### config.mk
export PLATFORM = sky130hd
export DESIGN_NAME = bitorder_shift_slice
export DESIGN_NICKNAME = d
export VERILOG_FILES = /design/src/rtl/ssl_pkg.sv /design/src/rtl/ssl_bitrev.sv /design/src/rtl/ssl_launch.sv /design/src/rtl/ssl_core.sv /design/src/rtl/bitorder_shift_slice.sv
export SDC_FILE = /design/constraint.sdc
export NUM_CORES = 1
export LEC_CHECK = 0
export BUFFER_PORTS_ARGS = -buffer_cell sky130_fd_sc_hd__buf_2
export CAP_MARGIN = 20
export CORE_ASPECT_RATIO = 1.4
export CORE_MARGIN = 5
export CORE_UTILIZATION = 44
export DETAILED_ROUTE_END_ITERATION = 6
export PLACE_DENSITY = 0.78
export RECOVER_POWER = 25
export SETUP_SLACK_MARGIN = 0.3
export SYNTH_ARGS = -nofsm -noshare
export SYNTH_HDL_FRONTEND = slang
export SYNTH_SLANG_ARGS = --single-unit
### constraint.sdc
create_clock -name clk -period 1.4 [get_ports clk]
set_clock_uncertainty 0.05 [all_clocks]
set_input_delay 0.28 -clock clk [delete_from_list [all_inputs] [get_ports clk]]
set_output_delay 0.28 -clock clk [all_outputs]
set_load 0.03 [all_outputs]
### src/rtl/ssl_pkg.sv
package ssl_pkg;
  typedef enum logic {
    PH_SAMPLE_LEAD  = 1'b0,
    PH_SAMPLE_TRAIL = 1'b1
  } phase_e;
endpackage

### src/rtl/ssl_bitrev.sv
module ssl_bitrev #(
  parameter int W = 32
) (
  input  logic [W-1:0] din,
  output logic [W-1:0] dout
);
  for (genvar i = 0; i < W; i++) begin : g_mirror
    assign dout[i] = din[W-1-i];
  end
endmodule

### src/rtl/ssl_launch.sv
module ssl_launch (
  input  logic clk,
  input  logic rst_n,
  input  logic load,
  input  logic ld_bit,
  input  logic launch,
  input  logic cur_bit,
  output logic sout
);
  always_ff @(posedge clk or negedge rst_n) begin
    if (!rst_n)      sout <= 1'b0;
    else if (load)   sout <= ld_bit;
    else if (launch) sout <= cur_bit;
  end


  load_presents_first_chk: assert property (@(posedge clk) disable iff (!rst_n)
    load |=> (sout == $past(ld_bit)));


  out_hold_chk: assert property (@(posedge clk) disable iff (!rst_n)
    (!load && !launch) |=> $stable(sout));
endmodule

### src/rtl/ssl_core.sv
module ssl_core #(
  parameter int W  = 32,
  parameter int CW = $clog2(W)
) (
  input  logic          clk,
  input  logic          rst_n,
  input  logic          wr_req,
  input  logic [W-1:0]  ld_word,
  input  logic [CW-1:0] len_m1,
  input  logic          sample,
  input  logic          sin,
  output logic          accept,
  output logic [W-1:0]  sreg,
  output logic          busy,
  output logic          done,
  output logic          err
);
  logic [CW:0] cnt;
  logic        take;

  assign accept = wr_req && !busy;
  assign take   = sample && busy;

  always_ff @(posedge clk or negedge rst_n) begin
    if (!rst_n) begin
      sreg <= '0;
      cnt  <= '0;
      busy <= 1'b0;
      done <= 1'b0;
    end else begin
      done <= 1'b0;
      if (accept) begin
        sreg <= ld_word;
        cnt  <= {1'b0, len_m1} + 1'b1;
        busy <= 1'b1;
      end else if (take) begin
        sreg <= {sin, sreg[W-1:1]};
        cnt  <= cnt - 1'b1;
        if (cnt == 1) begin
          busy <= 1'b0;
          done <= 1'b1;
        end
      end
    end
  end

  always_ff @(posedge clk or negedge rst_n) begin
    if (!rst_n)                 err <= 1'b0;
    else if (wr_req && busy)    err <= 1'b1;
  end


  busy_count_chk: assert property (@(posedge clk) disable iff (!rst_n)
    busy |-> (cnt != 0));


  done_idle_chk: assert property (@(posedge clk) disable iff (!rst_n)
    done |-> !busy);


  done_pulse_chk: assert property (@(posedge clk) disable iff (!rst_n)
    done |=> !done);


  overrun_flag_chk: assert property (@(posedge clk) disable iff (!rst_n)
    (wr_req && busy) |=> err);


  err_sticky_chk: assert property (@(posedge clk) disable iff (!rst_n)
    err |=> err);


  idle_hold_chk: assert property (@(posedge clk) disable iff (!rst_n)
    (!busy && !wr_req) |=> $stable(sreg));
endmodule

### src/rtl/bitorder_shift_slice.sv
module bitorder_shift_slice #(
  parameter int W  = 32,
  parameter int CW = $clog2(W)
) (
  input  logic          clk,
  input  logic          rst_n,
  input  logic          cpha,
  input  logic          edge_lead,
  input  logic          edge_trail,
  input  logic          sin,
  input  logic          wr_en,
  input  logic          wr_rev,
  input  logic [W-1:0]  wr_data,
  input  logic [CW-1:0] len_m1,
  output logic          sout,
  output logic          busy,
  output logic          done,
  output logic          err_overrun,
  output logic [W-1:0]  rx_word,
  output logic [W-1:0]  rx_word_rev
);
  import ssl_pkg::*;

  phase_e       phase;
  logic [W-1:0] wr_mirror;
  logic [W-1:0] ld_word;
  logic         accept;
  logic         sample_stb;
  logic         launch_stb;

  assign phase      = phase_e'(cpha);
  assign sample_stb = (phase == PH_SAMPLE_LEAD) ? edge_lead  : edge_trail;
  assign launch_stb = busy && ((phase == PH_SAMPLE_LEAD) ? edge_trail : edge_lead);

  ssl_bitrev #(.W(W)) u_ld_rev (.din(wr_data), .dout(wr_mirror));
  assign ld_word = wr_rev ? wr_mirror : wr_data;

  ssl_core #(.W(W), .CW(CW)) u_core (
    .clk     (clk),
    .rst_n   (rst_n),
    .wr_req  (wr_en),
    .ld_word (ld_word),
    .len_m1  (len_m1),
    .sample  (sample_stb),
    .sin     (sin),
    .accept  (accept),
    .sreg    (rx_word),
    .busy    (busy),
    .done    (done),
    .err     (err_overrun)
  );

  ssl_launch u_launch (
    .clk     (clk),
    .rst_n   (rst_n),
    .load    (accept),
    .ld_bit  (ld_word[0]),
    .launch  (launch_stb),
    .cur_bit (rx_word[0]),
    .sout    (sout)
  );

  ssl_bitrev #(.W(W)) u_rx_rev (.din(rx_word), .dout(rx_word_rev));
endmodule

==> tab_implementation.tex <==
\begin{tabular}{lr}
\hline
Metric & Value \\
\hline
\multicolumn{2}{l}{\textbf{Critical path}} \\
R2R depth & 5 \\
Buffer and inverter count on the worst path & 1 \\
Cells along the critical path & nand2b\_4, buf\_12, nor2\_4, a21oi\_2, o21ai\_1 \\
Crit-path leading delay family & flip-flops \\
Delay of the slowest cell on the worst path & 0.45 ns \\
Arrival time worst endpoint & 1.46 ns \\
CP Class & reg2reg \\
Worst-path maximum fanout & 20 \\
Critical path data required time & 1.53 ns \\
Crit. End Element & flop \\
CP startpoint kind & flop \\
Number of stages on the worst setup path & 5 \\
Slowest stage cell, crit path & dfrtp\_2 \\
\multicolumn{2}{l}{\textbf{Synth}} \\
Post-synthesis cell type with the largest combined area & dfrtp\_1 \\
Post-synthesis cell type count & 31 \\
Number of warning messages in the yosys log & 0 \\
Number of enable-type register cells in the synthesized netlist & 0 \\
Avg Synthesized Cell Area & 8.69 sq um \\
Cell area after synthesis & 0.00266 sq mm \\
Register area share after synthesis & 39.5\% \\
Net count after synthesis & 354 \\
Most frequent cell after synthesis & dfrtp\_1 \\
Fraction of registers with async set or reset after synthesis & 100\% \\
Cell types occupying the most area after synthesis & dfrtp\_1, mux2i\_1, buf\_4 \\
Top cells by count, synth & dfrtp\_1, nand2\_1, nor2\_1 \\
Dominant register cell in the synthesized netlist & dfrtp\_1 \\
Count of mapped cells out of synthesis & 306 \\
Flip-flop and latch count after synthesis & 42 \\
Top-area cell type share of the netlist area & 39.5\% \\
\multicolumn{2}{l}{\textbf{Global routing}} \\
First-pass GRT wire length & 11600 microns \\
Remaining global-route overflow & 0 \\
Vias in the first global route & 2598 \\
Maximum number of pins on one net before global-route repair & 43 \\
Number of antenna violations at the first check in global routing & 1 \\
Total global-route track usage & 19.4\% \\
\multicolumn{2}{l}{\textbf{CTS}} \\
CTS tree & built \\
Clock sinks & 42 \\
Htree depth & 2 \\
Cell at the root of the clock tree & clkbuf\_8 \\
Latest clock arrival within the worst-skew pair & 0.29 ns \\
Largest buffer count on any clock path & 2 \\
Total clock buffers created by CTS & 5 \\
Clock input transition at the sequential cells of the worst setup and hold paths & 0.08 ns \\
\multicolumn{2}{l}{\textbf{Timing}} \\
Highest achievable clock rate & 0.750 GHz \\
Worst-margin pin slew & 0.583 ns \\
Final hold slack & 0.179 ns \\
Worst relative slew slack & 61.2\% \\
Shortest period the worst path allows & 1.33 ns \\
Final setup viols & 0 \\
Final hold violations & 0 \\
Summed negative setup slack over all endpoints & 0 ns \\
RSZ-0062 raised after global routing & yes \\
Tcrit/Tclk final & 95.2\% \\
Number of pins with negative max-slew slack in the final report & 0 \\
\multicolumn{2}{l}{\textbf{Pwr}} \\
Share of total power consumed by net switching & 45.7\% \\
Worst supply voltage drop on vdd & 1080 uV \\
Clock network fraction of design power & 9.0\% \\
Cell Int Power & 4.96 mW \\
Seq pwr share & 26.1\% \\
Power density relative to cell area & 2250 mW/mm\^{}2 \\
Total leakage power & 1.97 nW \\
Total chip power & 9.14 mW \\
Net switching power of the design & 4.17 mW \\
Comb pwr share & 64.9\% \\
\multicolumn{2}{l}{\textbf{Flow run}} \\
Maximum capacitance violations & 0 \\
\multicolumn{2}{l}{\textbf{Hold path}} \\
Path type of the worst min-delay path & in2reg \\
Number of cells traversed by the worst hold path & 2 \\
\multicolumn{2}{l}{\textbf{Die}} \\
Total I/O pin count & 113 \\
Die X-Extent & 75.7 microns \\
FP Rows & 33 \\
Initial standard-cell utilization of the core & 45.4\% \\
Die Outline Area & 0.00772 sq mm \\
Area of the core & 0.00586 sq mm \\
Vert. Die Dim & 102 microns \\
\multicolumn{2}{l}{\textbf{Placement}} \\
Half-perimeter wire length after detailed placement & 4620 microns \\
Count of input and output buffers & 112 \\
Area after DPL & 0.00316 sq mm \\
Routability congestion estimate & 0.825 \\
\multicolumn{2}{l}{\textbf{Finish}} \\
Post-route standard cell area excluding fillers & 0.00406 sq mm \\
Syn-to-layout area delta & 52.6\% \\
Number of diodes added for antenna fixing & 0 \\
Nets@finish & 469 \\
Fill cells & 446 \\
Utilization of the core after routing & 69.2\% \\
Footprint of the multi-input gates & 0.00137 sq mm \\
Share of post-route cells with drive strength above 1 & 51.7\% \\
Sequential cell area & 0.00106 sq mm \\
\multicolumn{2}{l}{\textbf{Routing}} \\
Final ANT Viol Nets & 0 \\
DR iter-0 viols & 89 \\
Drc violations & 0 \\
Vias per cell & 5.27 \\
Final Routed Wirelength & 7720 microns \\
Iteration count of the initial detailed-routing pass & 4 \\
Via count of the routed design & 2591 \\
Routed length per placed instance & 15.7 microns \\
\multicolumn{2}{l}{\textbf{Outcome}} \\
Status & finished clean \\
\hline
\end{tabular}
-- area by class of cell --
cell class / count / share of cell area [%]
clock buffer: 7 / 2.13
multi-input combinational: 208 / 33.6
sequential: 42 / 26.1
tap: 70 / 2.16
inverter: 2 / 0.185
timing repair buffer: 162 / 35.7
clock inverter: 1 / 0.123
-- through the flow --
stage,setup WS (ns),cells
floorplan,-0.0797,306
global placement,-0.0548,445
detailed placement,-0.0930,445
CTS,0.0838,487
global route,0.00250,492
finish,0.0669,492
-- placed cells by master, fill, tap and decap left out, types with 2 or more instances in the layout --
cell type / count
buf_12: 5
nor2_1: 27
a21oi_2: 21
dfrtp_2: 8
clkbuf_8: 6
buf_6: 69
mux2i_1: 34
nand2_2: 2
inv_1: 2
dfrtp_1: 34
o21ai_1: 30
ha_1: 2
nor2_4: 2
nand2_1: 36
nor2_2: 9
o21ai_0: 6
a21oi_1: 15
buf_4: 40
nand3_1: 2
mux2_4: 2
xnor2_1: 2
buf_2: 45
xor2_1: 4
-- per-layer routing --
metal / vias to the layer above / wire length [microns] / global-route usage (%)
met2: 85 / 4210 / 35.1
met4: 2 / 291 / 9.96
li1: 1228 / - / -
met5: - / 7 / 0
met1: 1250 / 2840 / 21.0
met3: 26 / 370 / 3.35
-- state kept, by name, summed over array words and instances (netlist names) --
signal,flops
u_launch.sout,1
u_core.cnt,6
u_core.sreg,32
u_core.done,1
u_core.busy,1
u_core.err,1
-- worst register-to-register path: stages, from the launching register on --
cell and delay, ns:
dfrtp_2 0.45, nand2b_4 0.23, buf_12 0.19, nor2_4 0.07, a21oi_2 0.16, o21ai_1 0.08
-- power by group through the flow --
stage / registers (mW) / logic [mW] / clock network [mW]
detailed placement: 2.31 / 3.96 / 0
finish: 2.39 / 5.93 / 0.819
floorplan: 3.04 / 2.56 / 0
global route: 2.45 / 6.25 / 0.890
global placement: 2.28 / 3.90 / 0
CTS: 2.35 / 5.69 / 0.852
-- kinds of logic (layout without fill, tap and decap cells) --
logic type	count (synthesis)	in the layout	synth area share, %
compound gates	77	77	14.9
xor+xnor	6	6	1.98
fa+ha+maj	3	3	1.41
buf+inv	56	172	14.6
flops	42	42	39.5
mux	37	37	14.6
simple gates	85	85	13.0
-- path summary, 6_finish.rpt --
kind	from	endpoint	slack (ns)
min reg2reg	u_core.err	u_core.err	0.44
min	len_m1[0]	u_core.cnt[0]	0.18
max reg2reg	u_core.busy	u_core.sreg[7]	0.07
max in group asynchronous	rst_n	u_core.busy	0.28
max	u_core.busy	u_core.sreg[7]	0.07
min in group asynchronous	rst_n	u_core.sreg[9]	0.59
-- repair_timing --
item,4_1_cts,5_1_grt
buffers inserted,32,5
gates cloned,1,0
pin swaps,1,3
hold buffers,1,0
hold endpoints to repair,42,0
setup endpoints to repair,108,109
resized for setup,150,30
No activity file was read; power rests on OpenSTA's default activity.
